$ cat config.mk
export PLATFORM = sky130hd
export DESIGN_NAME = acc_alu
export DESIGN_NICKNAME = d
export VERILOG_FILES = /design/src/rtl/acc_alu_pkg.sv /design/src/rtl/acc_alu_addsub.sv /design/src/rtl/acc_alu_incdec.sv /design/src/rtl/acc_alu_bitops.sv /design/src/rtl/acc_alu_decadj.sv /design/src/rtl/acc_alu_flagreg.sv /design/src/rtl/acc_alu.sv
export SDC_FILE = /design/constraint.sdc
export NUM_CORES = 1
export LEC_CHECK = 0
export ABC_AREA = 1
export BUFFER_PORTS_ARGS = -buffer_cell sky130_fd_sc_hd__buf_2
export CORE_UTILIZATION = 50
export CTS_CLUSTER_DIAMETER = 200
export CTS_CLUSTER_SIZE = 16
export DETAILED_ROUTE_END_ITERATION = 12
export PLACE_DENSITY = 0.76
export SLEW_MARGIN = 40
export SYNTH_ARGS = -nofsm -noshare
export SYNTH_HDL_FRONTEND = slang
export SYNTH_SLANG_ARGS = --single-unit
$ cat constraint.sdc
create_clock -name clk -period 5.8 [get_ports clk]
set_input_delay 1.16 -clock clk [delete_from_list [all_inputs] [get_ports clk]]
set_output_delay 1.16 -clock clk [all_outputs]
set_load 0.01 [all_outputs]
$ cat src/rtl/acc_alu_pkg.sv
package acc_alu_pkg;
  localparam int DW = 8;
  localparam int NW = DW / 2;
  localparam int OPW = 5;

  localparam int FB_S  = 7;
  localparam int FB_Z  = 6;
  localparam int FB_AC = 4;
  localparam int FB_P  = 2;
  localparam int FB_CY = 0;
  localparam logic [DW-1:0] FL_FIXED_ONES = 8'h02;
  localparam logic [DW-1:0] FL_FIXED_MASK = 8'h2A;

  typedef enum logic [OPW-1:0] {
    OP_ADD = 5'd0,  OP_ADC = 5'd1,  OP_SUB = 5'd2,  OP_SBB = 5'd3,
    OP_AND = 5'd4,  OP_XOR = 5'd5,  OP_OR  = 5'd6,  OP_CMP = 5'd7,
    OP_INC = 5'd8,  OP_DEC = 5'd9,  OP_CPL = 5'd10, OP_RLC = 5'd11,
    OP_RRC = 5'd12, OP_RLT = 5'd13, OP_RRT = 5'd14, OP_SCF = 5'd15,
    OP_CCF = 5'd16, OP_DAJ = 5'd17
  } alu_op_e;
endpackage

$ cat src/rtl/acc_alu_addsub.sv
module acc_alu_addsub
  import acc_alu_pkg::*;
(
  input  logic [DW-1:0] a_i,
  input  logic [DW-1:0] b_i,
  input  logic          sub_i,
  input  logic          use_cy_i,
  input  logic          cy_i,
  output logic [DW-1:0] sum_o,
  output logic          cy_o,
  output logic          ac_o
);
  logic          cin;
  logic [DW-1:0] b_eff;
  logic [DW:0]   full;
  logic [NW:0]   low;

  always_comb begin
    b_eff = sub_i ? ~b_i : b_i;
    cin   = sub_i ? ~(use_cy_i & cy_i) : (use_cy_i & cy_i);
    full  = {1'b0, a_i} + {1'b0, b_eff} + {{DW{1'b0}}, cin};
    low   = {1'b0, a_i[NW-1:0]} + {1'b0, b_eff[NW-1:0]} + {{NW{1'b0}}, cin};
    sum_o = full[DW-1:0];
    // a carry out of the complemented sum means no borrow
    cy_o  = full[DW] ^ sub_i;
    ac_o  = low[NW] ^ sub_i;
  end
endmodule

$ cat src/rtl/acc_alu_incdec.sv
module acc_alu_incdec
  import acc_alu_pkg::*;
(
  input  logic [DW-1:0] b_i,
  input  logic          dec_i,
  output logic [DW-1:0] res_o,
  output logic          ac_o
);
  localparam logic [DW-1:0] ONE = DW'(1);

  always_comb begin
    if (dec_i) begin
      res_o = b_i - ONE;
      ac_o  = (b_i[NW-1:0] == '0);
    end else begin
      res_o = b_i + ONE;
      ac_o  = (b_i[NW-1:0] == '1);
    end
  end
endmodule

$ cat src/rtl/acc_alu_bitops.sv
module acc_alu_bitops
  import acc_alu_pkg::*;
(
  input  logic [DW-1:0]  a_i,
  input  logic [DW-1:0]  b_i,
  input  alu_op_e        op_i,
  input  logic           cy_i,
  output logic [DW-1:0]  res_o,
  output logic           cy_o
);
  always_comb begin
    res_o = a_i;
    cy_o  = cy_i;
    unique case (op_i)
      OP_AND: res_o = a_i & b_i;
      OP_OR:  res_o = a_i | b_i;
      OP_XOR: res_o = a_i ^ b_i;
      OP_CPL: res_o = ~a_i;
      OP_RLC: begin res_o = {a_i[DW-2:0], a_i[DW-1]}; cy_o = a_i[DW-1]; end
      OP_RRC: begin res_o = {a_i[0], a_i[DW-1:1]};    cy_o = a_i[0];    end
      OP_RLT: begin res_o = {a_i[DW-2:0], cy_i};      cy_o = a_i[DW-1]; end
      OP_RRT: begin res_o = {cy_i, a_i[DW-1:1]};      cy_o = a_i[0];    end
      default: ;
    endcase
  end
endmodule

$ cat src/rtl/acc_alu_decadj.sv
module acc_alu_decadj
  import acc_alu_pkg::*;
(
  input  logic [DW-1:0] a_i,
  input  logic          ac_i,
  input  logic          cy_i,
  output logic [DW-1:0] res_o,
  output logic          ac_o,
  output logic          cy_o
);
  localparam logic [DW:0] LO_FIX = 9'h006;
  localparam logic [DW:0] HI_FIX = 9'h060;
  localparam logic [NW-1:0] NINE = 4'd9;

  logic        lo_hit;
  logic        hi_hit;
  logic [NW:0] lo_sum;
  logic [DW:0] mid;
  logic [DW:0] fin;

  always_comb begin
    lo_hit = (a_i[NW-1:0] > NINE) | ac_i;
    lo_sum = {1'b0, a_i[NW-1:0]} + (lo_hit ? 5'd6 : 5'd0);
    mid    = {1'b0, a_i} + (lo_hit ? LO_FIX : '0);
    hi_hit = mid[DW] | (mid[DW-1:NW] > NINE) | cy_i;
    fin    = mid + (hi_hit ? HI_FIX : '0);
    res_o  = fin[DW-1:0];
    ac_o   = lo_sum[NW];
    cy_o   = hi_hit;
  end
endmodule

$ cat src/rtl/acc_alu_flagreg.sv
module acc_alu_flagreg
  import acc_alu_pkg::*;
(
  input  logic          clk,
  input  logic          rst,
  input  logic          we_i,
  input  logic [DW-1:0] d_i,
  output logic [DW-1:0] q_o
);
  logic [DW-1:0] q;

  always_ff @(posedge clk) begin
    if (rst)       q <= FL_FIXED_ONES;
    else if (we_i) q <= (d_i & ~FL_FIXED_MASK) | FL_FIXED_ONES;
  end

  assign q_o = q;
endmodule

$ cat src/rtl/acc_alu.sv
module acc_alu
  import acc_alu_pkg::*;
(
  input  logic          clk,
  input  logic          rst,
  input  logic [7:0]    acc_i,
  input  logic [7:0]    opnd_i,
  input  logic [4:0]    op_i,
  input  logic          flag_we_i,
  output logic [7:0]    result_o,
  output logic [7:0]    flags_next_o,
  output logic          wb_en_o,
  output logic [7:0]    flags_o
);
  alu_op_e       op;
  logic [DW-1:0] fl_q;
  logic          cy_q, ac_q;

  logic [DW-1:0] as_res, id_res, bo_res, da_res;
  logic          as_cy, as_ac, id_ac, bo_cy, da_ac, da_cy;
  logic          is_sub, use_cy;

  logic [DW-1:0] res;
  logic          n_s, n_z, n_ac, n_p, n_cy, szp_upd, wb;

  assign op   = alu_op_e'(op_i);
  assign cy_q = fl_q[FB_CY];
  assign ac_q = fl_q[FB_AC];

  assign is_sub = (op == OP_SUB) || (op == OP_SBB) || (op == OP_CMP);
  assign use_cy = (op == OP_ADC) || (op == OP_SBB);

  acc_alu_addsub u_addsub (
    .a_i(acc_i), .b_i(opnd_i), .sub_i(is_sub), .use_cy_i(use_cy), .cy_i(cy_q),
    .sum_o(as_res), .cy_o(as_cy), .ac_o(as_ac)
  );

  acc_alu_incdec u_incdec (
    .b_i(opnd_i), .dec_i(op == OP_DEC), .res_o(id_res), .ac_o(id_ac)
  );

  acc_alu_bitops u_bitops (
    .a_i(acc_i), .b_i(opnd_i), .op_i(op), .cy_i(cy_q),
    .res_o(bo_res), .cy_o(bo_cy)
  );

  acc_alu_decadj u_decadj (
    .a_i(acc_i), .ac_i(ac_q), .cy_i(cy_q),
    .res_o(da_res), .ac_o(da_ac), .cy_o(da_cy)
  );

  always_comb begin
    res     = acc_i;
    n_ac    = ac_q;
    n_cy    = cy_q;
    szp_upd = 1'b0;
    wb      = 1'b1;
    case (op)
      OP_ADD, OP_ADC, OP_SUB, OP_SBB: begin
        res = as_res; n_cy = as_cy; n_ac = as_ac; szp_upd = 1'b1;
      end
      OP_CMP: begin
        res = as_res; n_cy = as_cy; n_ac = as_ac; szp_upd = 1'b1; wb = 1'b0;
      end
      OP_AND: begin
        res = bo_res; n_cy = 1'b0; n_ac = acc_i[3] | opnd_i[3]; szp_upd = 1'b1;
      end
      OP_OR, OP_XOR: begin
        res = bo_res; n_cy = 1'b0; n_ac = 1'b0; szp_upd = 1'b1;
      end
      OP_INC, OP_DEC: begin
        res = id_res; n_ac = id_ac; szp_upd = 1'b1;
      end
      OP_CPL: res = bo_res;
      OP_RLC, OP_RRC, OP_RLT, OP_RRT: begin
        res = bo_res; n_cy = bo_cy;
      end
      OP_SCF: n_cy = 1'b1;
      OP_CCF: n_cy = ~cy_q;
      OP_DAJ: begin
        res = da_res; n_cy = da_cy; n_ac = da_ac; szp_upd = 1'b1;
      end
      default: wb = 1'b0;
    endcase
    n_s = szp_upd ? res[DW-1]   : fl_q[FB_S];
    n_z = szp_upd ? (res == '0) : fl_q[FB_Z];
    n_p = szp_upd ? ~^res       : fl_q[FB_P];
  end

  always_comb begin
    flags_next_o        = FL_FIXED_ONES;
    flags_next_o[FB_S]  = n_s;
    flags_next_o[FB_Z]  = n_z;
    flags_next_o[FB_AC] = n_ac;
    flags_next_o[FB_P]  = n_p;
    flags_next_o[FB_CY] = n_cy;
  end

  acc_alu_flagreg u_flagreg (
    .clk(clk), .rst(rst), .we_i(flag_we_i), .d_i(flags_next_o), .q_o(fl_q)
  );

  assign result_o = res;
  assign wb_en_o  = wb;
  assign flags_o  = fl_q;
endmodule

==> Flow_metrics.wiki, run 1 <==
{| class="wikitable"
! Metric !! Value
|-
| Commonest non-fill, non-tap cells in the layout || 102 x sky130_fd_sc_hd__nand2_1, 63 x sky130_fd_sc_hd__inv_1, 39 x sky130_fd_sc_hd__buf_2
|-
| Multi-input combinational cell area || 2230 um^2
|-
| Clock latency on the worst-skew pair || 0.22 ns
|-
| Global-route usage over all layers || 32.5%
|-
| Maximum fanout encountered on the critical timing path || 5
|-
| Class of the tightest hold or removal check || reg2reg
|-
| Fraction of layout cells with a size suffix above 1 || 26.3%
|-
| Cell repeated most along the worst path || sky130_fd_sc_hd__nor2_2
|-
| Top area cells in the synthesized netlist || sky130_fd_sc_hd__ha_1 17%, sky130_fd_sc_hd__nand2_1 15%, sky130_fd_sc_hd__inv_1 10%
|-
| Avg Cell Area, Syn || 5.80 um^2
|-
| Unrepaired setup endpoints after global routing || true
|-
| Num Clock Sinks || 5
|-
| Worst EP arrival || 4.59 ns
|-
| Routed wire per std cell || 14.8 um
|-
| Worst path cell trace || buf_2, inv_2, nor2_2, nand2_2, nor2_2, nor2_2, xor2_1, fa_2, fa_2, or2_2, a31oi_2, o2111ai_1, nor2_1, ha_1, xnor2_1, buf_4, xnor2_1, nand2_1, o21ai_2, buf_2
|-
| Outcome || complete, no violations
|-
| Initial core utilization || 53.5%
|-
| Num rows || 25
|-
| Synth Instances || 447
|-
| Top-area cell type share of the netlist area || 17.4%
|-
| Total clock buffers created by CTS || 3
|-
| Portion of total power attributed to the clock network || 14.9%
|-
| Post-Route Skew || 0.00199 ns
|-
| Post-synth cell types || 37
|-
| Maximum clock frequency || 174 MHz
|-
| Internal cell power || 0.227 mW
|-
| Die Span X || 74.0 um
|-
| Comb pwr share || 75.5%
|-
| Pre-antenna DRT Iters || 5
|-
| Std-Cell Core Area || 4850 um^2
|-
| Wire length of the first global-routing pass || 13.7 mm
|-
| Buffers on Ports || 42
|-
| Ratio of final minimum period to clock period || 99.2%
|-
| Pre-CTS worst setup slack || -0.136 ns
|-
| Worst IR drop on VDD || 0.0943 mV
|-
| Initial antenna violation count || 0
|-
| Cell count after placement || 579
|-
| Setup TNS Final || 0 ns
|-
| Actual transition at the worst max-transition pin || 0.495 ns
|-
| Startpoint types || input pin
|-
| Share of total power consumed by net switching || 48.1%
|-
| Via density per instance || 5.48
|-
| Ports || 49
|-
| Max Cap Violations || 0
|-
| # H-tree levels || 1
|-
| Min setup slack post-route || 0.0464 ns
|-
| Uppermost layer routed || met4
|-
| Final hold viol count || 0
|-
| Area taken by flip-flops and latches || 100 um^2
|-
| Chip height || 74.0 um
|-
| Worst path required time || 4.64 ns
|-
| Max Root-Sink Buffers || 2
|-
| Number of DRC markers in iteration 0 || 180
|-
| Switching power total || 0.211 mW
|-
| Fin cells || 587
|-
| Portion of total power attributed to sequential cells || 9.5%
|-
| Crit path time final || 5.75 ns
|-
| Overall die area || 5480 um^2
|-
| Final-layout worst hold slack || 0.555 ns
|-
| DRC errors left || 0
|-
| Critical Path Sink Type || output pin
|-
| Total met2 wirelength after detailed routing || 4.13 mm
|-
| Flip-flop count of the largest register, all copies and words added || 5
|-
| PD cells || 135 nW/um^2
|-
| Max-slew violation count || 0
|-
| Worst Setup Path Type || in2out
|-
| TritonCTS clock tree || yes
|-
| Seq cells post-synth || 5
|-
| Standby leakage power || 1.80 nW
|-
| Biggest area consumer among synthesized cells || sky130_fd_sc_hd__ha_1
|-
| Total overflow reported by the global router || 0
|-
| Final setup vio count || 0
|-
| Total inserted antenna cells || 0
|-
| Worst relative slew slack || 66.9%
|-
| Area of the mapped netlist || 2590 um^2
|-
| Routed met3 length || 672 um
|-
| Filler instances || 451
|-
| Met1 Routed Length || 3.63 mm
|-
| Synth warnings || 0
|-
| Most common cell after layout, fill and taps aside || sky130_fd_sc_hd__nand2_1
|-
| HPWL after detailed placement || 6.89 mm
|-
| Post-CTS clock slew at the launch and capture registers of the worst setup and hold paths || 0.03 ns
|-
| Total routed wirelength || 8.69 mm
|-
| Final net count || 586
|-
| Largest stage delay, worst path || 0.44 ns
|-
| Hold-fix buffers, CTS || 0
|-
| Part of the Yosys area used for sequential elements || 3.86%
|-
| Number of global-route vias before repair || 3006
|-
| Antenna violation net count after detailed routing || 0
|-
| Area added between synthesis and finish || 25.5%
|-
| Global placer's final weighted congestion || 1.00
|-
| Master of the slowest instance on the critical path || sky130_fd_sc_hd__fa_2
|-
| Clock root buffer || sky130_fd_sc_hd__clkbuf_8
|-
| Pin count of the biggest net entering global routing || 11
|-
| Count of vias placed by the detailed router || 3214
|}
[area by class of cell]
type                    count  area share [%]
flip-flops and latches      5            3.07
repair buffers             79            15.7
well taps                  67            2.57
inverters                  76            8.76
multi-input cells         356            68.5
clock buffers               4            1.38
[worst max-delay path, delay by kind of cell]
kind                     cells  cell delay (ns)
buffers and inverters        4             0.51
AND/OR/NAND/NOR              7             0.92
AO/OA/AOI/OAI                3             0.47
XOR/XNOR                     3             0.45
adder cells (fa/ha/maj)      3             1.06
[power groups by stage]
stage          sequential [mW]  clock [mW]  combinational, mW
3_3_place_gp            0.0420           0              0.289
5_1_grt                 0.0419      0.0704              0.364
6_report                0.0419      0.0653              0.331
3_5_place_dp            0.0420           0              0.294
2_1_floorplan           0.0418           0              0.194
4_1_cts                 0.0416      0.0672              0.305
[path summary, 6_finish.rpt]
path                            cells past startpoint  slack (ns)              from               end
worst max-delay path                               20        0.05           op_i[2]   flags_next_o[2]
worst min-delay path                                2        0.56  u_flagreg.q_o[7]  u_flagreg.q_o[7]
worst max register to register                     17        1.99  u_flagreg.q_o[0]  u_flagreg.q_o[2]
worst min register to register                      2        0.56  u_flagreg.q_o[7]  u_flagreg.q_o[7]
[cell families (layout without fill, tap and decap cells)]
| group | Yosys count | after routing | share of synthesized area, % |
|---|---|---|---|
| simple gates | 221 | 221 | 38.3 |
| flops | 5 | 5 | 3.86 |
| buf+inv | 90 | 159 | 15.1 |
| other cells | 2 | 6 | 0.290 |
| fa+ha+maj | 41 | 41 | 21.2 |
| compound gates | 73 | 73 | 16.3 |
| xor+xnor | 15 | 15 | 5.06 |
[routing by layer]
| metal | vias to the layer above | GRT usage [%] |
|---|---|---|
| met5 | - | 0 |
| met4 | 0 | 16.2 |
| met3 | 24 | 4.88 |
| met2 | 138 | 54.2 |
| met1 | 1460 | 40.5 |
| li1 | 1592 | - |
[through the flow]
step                      total power, mW  util (%)  instance area (um^2)
final                               0.438      67.1                  3260
after global placement              0.331      62.9                  3050
after global routing                0.477      67.1                  3260
after floorplan                     0.236         -                  2610
after detailed placement            0.336      62.9                  3050
after CTS                           0.413      65.4                  3170
[cells in the mapped netlist, drive strengths merged]
master	count
ha	36
nor2	46
nor3	11
or2	5
a31oi	5
inv	75
nand4	8
a22oi	2
o22ai	4
o2111ai	2
a21oi	26
o211ai	2
nand3	40
buf	14
nand2	109
conb	2
dfxtp	5
xor2	10
nand3b	2
a211oi	1
fa	5
o21bai	3
xnor2	5
clkinv	1
o21ai	26
a31o	1
o21a	1
[timing repair]
action / 4_1_cts / 5_1_grt
resized for setup: 19 / 18
pin swaps: 14 / 16
endpoints found under the setup margin: 1 / 2
buffers inserted: 3 / 1
Power figures use the tool's default switching activity.
==> run 2, diff against run 1 <==
Settings changed: CORE_UTILIZATION 50 to 43, PLACE_DENSITY 0.76 to 0.67, RECOVER_POWER set to 50, SLEW_MARGIN 40 to unset.
==> Flow_metrics.wiki, run 2 (same netlist as run 1, synthesis figures left out) <==
{| class="wikitable"
! Metric !! Value
|-
| Comb pwr share || 76.2% (+0.7 points)
|-
| Class of the tightest hold or removal check || reg2reg
|-
| Antenna violation net count after detailed routing || 0 (unchanged)
|-
| Portion of total power attributed to sequential cells || 9.2% (-0.3 points)
|-
| Clock root buffer || sky130_fd_sc_hd__clkbuf_8
|-
| Pre-antenna DRT Iters || 6 (+1)
|-
| Path depth of the worst reg2reg path || 17 (unchanged)
|-
| Max Root-Sink Buffers || 2 (unchanged)
|-
| Fin util || 59.9% (-7.3 points)
|-
| Initial antenna violation count || 0 (unchanged)
|-
| Ratio of final minimum period to clock period || 98.8% (-0.44 points)
|-
| DRC errors left || 0 (unchanged)
|-
| Number of global-route vias before repair || 2947 (-2.0%)
|-
| Num Clock Sinks || 5 (unchanged)
|-
| Area added between synthesis and finish || 31.0%
|-
| Count of vias placed by the detailed router || 3247 (+1.0%)
|-
| Global placer's final weighted congestion || 1.02 (+1.9%)
|-
| Worst Setup Path Type || in2out
|-
| Commonest non-fill, non-tap cells in the layout || 101 x sky130_fd_sc_hd__nand2_1, 62 x sky130_fd_sc_hd__inv_1, 46 x sky130_fd_sc_hd__buf_4
|-
| Num rows || 27 (+8.0%)
|-
| Overall die area || 6350 um^2 (+16%)
|-
| TritonCTS clock tree || yes
|-
| Worst path cell trace || buf_2, inv_2, nand2_1, nor3_2, nor2_2, xor2_1, fa_2, fa_2, or2_2, a31oi_1, o2111ai_1, nor2_2, ha_1, xnor2_2, xnor2_1, nand2_1, o21ai_2, buf_2
|-
| Number of DRC markers in iteration 0 || 210 (+17%)
|-
| Final setup vio count || 0 (unchanged)
|-
| Actual transition at the worst max-transition pin || 0.489 ns (-0.00635 ns)
|-
| Unrepaired setup endpoints after global routing || true
|-
| Total clock buffers created by CTS || 3 (unchanged)
|-
| HPWL after detailed placement || 7.14 mm (+3.7%)
|-
| Critical Path Sink Type || output pin
|-
| Critical path destination || flags_next_o[2]
|-
| Hold-fix buffers, CTS || 0 (unchanged)
|-
| Cell family contributing the most delay on the critical path || adder cells
|-
| Maximum clock frequency || 175 MHz (+0.45%)
|-
| Master of the slowest instance on the critical path || sky130_fd_sc_hd__fa_2
|-
| Pin count of the biggest net entering global routing || 11 (unchanged)
|-
| Ports || 49 (unchanged)
|-
| Total routed wirelength || 9.01 mm (+3.7%)
|-
| Standby leakage power || 1.86 nW (+3.4%)
|-
| Worst IR drop on VDD || 0.127 mV (+34%)
|-
| # H-tree levels || 1 (unchanged)
|-
| Die Span X || 79.7 um (+7.6%)
|-
| Total inserted antenna cells || 0 (unchanged)
|-
| Global-route usage over all layers || 28.9% (-3.6 points)
|-
| Most common cell after layout, fill and taps aside || sky130_fd_sc_hd__nand2_1
|-
| Initial core utilization || 45.7% (-7.8 points)
|-
| Final-layout worst hold slack || 0.600 ns (+0.0448 ns)
|-
| Portion of total power attributed to the clock network || 14.6% (-0.3 points)
|-
| Largest stage delay, worst path || 0.42 ns (-0.02 ns)
|-
| Std-Cell Core Area || 5680 um^2 (+17%)
|-
| PD cells || 133 nW/um^2 (-1.5%)
|-
| Flop-to-flop setup slack || 2.01 ns (+0.02 ns)
|-
| Worst EP arrival || 4.57 ns (-0.02 ns)
|-
| Worst path required time || 4.64 ns (about the same)
|-
| Flip-flop count of the largest register, all copies and words added || 5 (unchanged)
|-
| Internal cell power || 0.235 mW (+3.5%)
|-
| Startpoint types || input pin
|-
| Final hold viol count || 0 (unchanged)
|-
| Levels on crit path || 18 (-10%)
|-
| Final net count || 597 (+1.9%)
|-
| Routed wire per std cell || 14.9 um (+0.93%)
|-
| Maximum fanout encountered on the critical timing path || 5 (unchanged)
|-
| Post-CTS clock slew at the launch and capture registers of the worst setup and hold paths || 0.04 ns (about the same)
|-
| Share of total power consumed by net switching || 47.8% (-0.38 points)
|-
| Count of buffer and inverter cells on the critical path || 3 (-1)
|-
| Buffers on Ports || 42 (unchanged)
|-
| Worst relative slew slack || 67.1% (+0.20 points)
|-
| Max Cap Violations || 0 (unchanged)
|-
| Total overflow reported by the global router || 0 (unchanged)
|-
| Post-Route Skew || 0.000861 ns (-0.00113 ns)
|-
| Worst r2r src || u_flagreg.q_o[0]
|-
| Outcome || complete, no violations
|-
| Crit path time final || 5.73 ns (-0.0256 ns)
|-
| Timing startpoint of the critical path || op_i[4]
|-
| Switching power total || 0.215 mW (+2.0%)
|-
| Wire length of the first global-routing pass || 14.2 mm (+3.1%)
|-
| Fraction of layout cells with a size suffix above 1 || 28.8% (+2.5 points)
|-
| Chip height || 79.7 um (+7.6%)
|-
| Via density per instance || 5.38 (-1.7%)
|-
| R2R Path End || u_flagreg.q_o[2]
|-
| Clock latency on the worst-skew pair || 0.22 ns (about the same)
|-
| Max-slew violation count || 0 (unchanged)
|}
run 2: worst min-delay path by stage:
stage                      from          endpoint  cells past startpoint
2_1_floorplan  u_flagreg.q_o[4]  u_flagreg.q_o[4]                      2
3_3_place_gp   u_flagreg.q_o[7]  u_flagreg.q_o[7]                      2
3_5_place_dp   u_flagreg.q_o[7]  u_flagreg.q_o[7]                      2
4_1_cts        u_flagreg.q_o[7]  u_flagreg.q_o[7]                      2
5_1_grt        u_flagreg.q_o[4]  u_flagreg.q_o[4]                      2
6_report       u_flagreg.q_o[6]  u_flagreg.q_o[6]                      4
run 2: power groups by stage:
stage / combinational, mW / sequential, mW / clock (mW)
global route: 0.376 / 0.0419 / 0.0706
finish: 0.343 / 0.0416 / 0.0656
global placement: 0.289 / 0.0419 / 0
floorplan: 0.194 / 0.0418 / 0
detailed placement: 0.293 / 0.0420 / 0
CTS: 0.316 / 0.0414 / 0.0670
run 2: tightest hold or removal path, cell delays in order (launching register included):
cell and delay (ns):
sky130_fd_sc_hd__dfxtp_1 0.31, sky130_fd_sc_hd__nor2_1 0.09, sky130_fd_sc_hd__nor2_1 0.05, sky130_fd_sc_hd__o21ai_1 0.06, sky130_fd_sc_hd__inv_1 0.04
run 2: metrics by stage:
stage               instances  setup slack [ns]  power [mW]  area (um^2)  TNS [ns]
floorplan                 451            0.0229       0.236         2610         0
global placement          592            -0.182       0.331         3110    -0.182
detailed placement        592            -0.219       0.335         3110    -0.219
CTS                       599           0.00715       0.424         3270         0
global route              603           -0.0901       0.489         3400   -0.0901
finish                    603            0.0720       0.450         3400         0
run 2: layout make-up:
type | instances | area (um^2)
multi-input combinational | 356 | 2280
fill | 583 | 2280
timing repair buffer | 90 | 589
inverter | 76 | 288
sequential | 5 | 100
tap | 72 | 90.1
clock buffer | 4 | 45.0
run 2: per-layer routing:
layer  up-vias  track usage [%]  share of wire, %  wire length, um
met3        24             3.31               4.6              411
met2       124             49.4                47             4230
li1       1608                -                 -                -
met1      1491             37.9                45             4070
met5         -                0                 0                0
met4         0             7.64               3.3              295
run 2: timing repair:
action	4_1_cts	5_1_grt
buffers inserted	3	4
setup endpoints to repair	1	2
pin swaps	15	19
gates resized for setup	25	27
==> run 3, diff against run 2 <==
Settings changed: CORE_UTILIZATION 43 to 40, PLACE_DENSITY 0.67 to unset.
==> Flow_metrics.wiki, run 3 (same netlist as run 1, synthesis figures left out) <==
{| class="wikitable"
! Metric !! Value
|-
| Outcome || complete, no violations
|-
| Largest stage delay, worst path || 0.52 ns (+0.10 ns)
|-
| Final-layout worst hold slack || 0.551 ns (-0.0496 ns)
|-
| Chip height || 82.5 um (+3.6%)
|-
| # H-tree levels || 1 (unchanged)
|-
| Most common cell after layout, fill and taps aside || sky130_fd_sc_hd__nand2_1
|-
| HPWL after detailed placement || 7.18 mm (+0.45%)
|-
| Flip-flop count of the largest register, all copies and words added || 5 (unchanged)
|-
| Num Clock Sinks || 5 (unchanged)
|-
| Clock root buffer || sky130_fd_sc_hd__clkbuf_8
|-
| Pre-antenna DRT Iters || 5 (-1)
|-
| Path depth of the worst reg2reg path || 24 (+7)
|-
| Worst EP arrival || 4.58 ns (about the same)
|-
| Buffers on Ports || 42 (unchanged)
|-
| Comb pwr share || 76.5% (+0.3 points)
|-
| Post-CTS clock slew at the launch and capture registers of the worst setup and hold paths || 0.04 ns (about the same)
|-
| Fraction of layout cells with a size suffix above 1 || 27.0% (-1.8 points)
|-
| PD cells || 135 nW/um^2 (+1.9%)
|-
| TritonCTS clock tree || yes
|-
| Routed wire per std cell || 14.6 um (-2.4%)
|-
| DRC errors left || 0 (unchanged)
|-
| Depth of the worst hold-timing path || 2 (-2)
|-
| Global placer's final weighted congestion || 0.960 (-5.8%)
|-
| Min-Delay Startpoint || u_flagreg.q_o[7]
|-
| Max Root-Sink Buffers || 2 (unchanged)
|-
| Worst Setup Path Type || in2out
|-
| Global-route usage over all layers || 26.4% (-2.5 points)
|-
| Number of DRC markers in iteration 0 || 288 (+37%)
|-
| Ratio of final minimum period to clock period || 99.0% (+0.22 points)
|-
| Final setup vio count || 0 (unchanged)
|-
| Switching power total || 0.217 mW (+1.1%)
|-
| Area added between synthesis and finish || 30.6%
|-
| Total clock buffers created by CTS || 3 (unchanged)
|-
| Startpoint types || input pin
|-
| Crit path time final || 5.74 ns (+0.0127 ns)
|-
| Flop-to-flop setup slack || 1.95 ns (-0.06 ns)
|-
| Worst IR drop on VDD || 0.136 mV (+7.7%)
|-
| R2R Path End || u_flagreg.q_o[2]
|-
| Max-slew violation count || 0 (unchanged)
|-
| Overall die area || 6810 um^2 (+7.3%)
|-
| Std-Cell Core Area || 6100 um^2 (+7.4%)
|-
| Number of global-route vias before repair || 2854 (-3.2%)
|-
| Wire length of the first global-routing pass || 13.6 mm (-4.0%)
|-
| Die Span X || 82.5 um (+3.6%)
|-
| Pin count of the biggest net entering global routing || 11 (unchanged)
|-
| Total inserted antenna cells || 0 (unchanged)
|-
| Count of vias placed by the detailed router || 3220 (-0.83%)
|-
| Total routed wirelength || 8.81 mm (-2.3%)
|-
| Initial antenna violation count || 0 (unchanged)
|-
| Commonest non-fill, non-tap cells in the layout || 103 x sky130_fd_sc_hd__nand2_1, 64 x sky130_fd_sc_hd__inv_1, 45 x sky130_fd_sc_hd__buf_4
|-
| Worst path required time || 4.64 ns (about the same)
|-
| Unrepaired setup endpoints after global routing || true
|-
| Multi-input combinational cell area || 2280 um^2 (-0.27%)
|-
| Area taken by flip-flops and latches || 100 um^2 (unchanged)
|-
| Standby leakage power || 1.85 nW (-0.36%)
|-
| Master of the slowest instance on the critical path || sky130_fd_sc_hd__fa_2
|-
| Num rows || 28 (+3.7%)
|-
| Share of total power consumed by net switching || 47.5% (-0.24 points)
|-
| Critical Path Sink Type || output pin
|-
| Maximum fanout encountered on the critical timing path || 2 (-3)
|-
| Clock latency on the worst-skew pair || 0.22 ns (about the same)
|-
| Ports || 49 (unchanged)
|-
| Portion of total power attributed to the clock network || 14.4% (-0.2 points)
|-
| Final hold viol count || 0 (unchanged)
|-
| End point of the most critical hold path || u_flagreg.q_o[7]
|-
| Hold-fix buffers, CTS || 0 (unchanged)
|-
| Via density per instance || 5.33 (-1.0%)
|-
| Pre-CTS worst setup slack || -0.206 ns (+0.0137 ns)
|-
| Total overflow reported by the global router || 0 (unchanged)
|-
| Post-Route Skew || 0.00407 ns (+0.00321 ns)
|-
| Worst r2r src || u_flagreg.q_o[4]
|-
| Min setup slack post-route || 0.0593 ns (-0.0127 ns)
|-
| Portion of total power attributed to sequential cells || 9.2% (about the same)
|-
| Max Cap Violations || 0 (unchanged)
|-
| Filler instances || 644 (+10%)
|-
| Final net count || 595 (-0.34%)
|-
| Class of the tightest hold or removal check || reg2reg
|-
| Initial core utilization || 42.5% (-3.2 points)
|-
| Antenna violation net count after detailed routing || 0 (unchanged)
|-
| Internal cell power || 0.240 mW (+2.0%)
|-
| Maximum clock frequency || 174 MHz (-0.22%)
|}
==> run 3: power by group through the flow <==
stage	clock network (mW)	registers (mW)	logic [mW]
after global placement	0	0.0421	0.293
after floorplan	0	0.0418	0.194
after detailed placement	0	0.0422	0.295
final	0.0657	0.0419	0.350
after global routing	0.0698	0.0422	0.387
after CTS	0.0674	0.0416	0.317
==> run 3: worst max path at each step <==
stage	start	endpoint	slack, ns	cells past startpoint
after floorplan	acc_i[2]	flags_next_o[2]	0.02	29
final	acc_i[1]	flags_next_o[2]	0.06	26
after CTS	acc_i[2]	flags_next_o[2]	-0.02	28
after global placement	acc_i[1]	flags_next_o[2]	-0.16	28
after detailed placement	acc_i[1]	flags_next_o[2]	-0.21	29
after global routing	acc_i[1]	flags_next_o[2]	-0.14	30
==> run 3: metrics by stage <==
step	instance area [um^2]	util, %	TNS, ns	std cells	total power [mW]
floorplan	2610	-	0	451	0.236
global placement	3120	51.1	-0.162	595	0.335
detailed placement	3120	51.1	-0.206	595	0.337
CTS	3280	53.8	-0.0247	602	0.426
global route	3390	55.6	-0.143	604	0.499
finish	3390	55.6	0	604	0.458
==> run 3: timing repair <==
item / CTS / global route
endpoints found under the setup margin: 1 / 2
endpoints found under the hold margin: 0 / 0
gates resized for setup: 27 / 20
pin swaps: 13 / 17
buffers inserted: 3 / 2
==> run 3: layout make-up <==
type,instances,share of cell area [%]
Clock buffer,4,1.33
Tap cell,75,2.77
Multi-Input combinational cell,356,67.3
Timing Repair Buffer,88,17.1
Sequential cell,5,2.96
Inverter,76,8.57
==> run 3: metal layers <==
layer,up-vias,GRT usage [%],routed length [um]
li1,1613,-,-
met1,1437,35.4,3980
met2,150,43.6,4100
met3,20,3.19,511
met4,0,8.28,214
met5,-,0,0
==> run 3: critical path: cells and delay by family <==
family / cells / cell delay (ns)
XOR/XNOR: 3 / 0.48
AO/OA/AOI/OAI: 2 / 0.17
AND/OR/NAND/NOR: 8 / 0.60
adder cells (fa/ha/maj): 5 / 1.46
buffers and inverters: 8 / 0.69
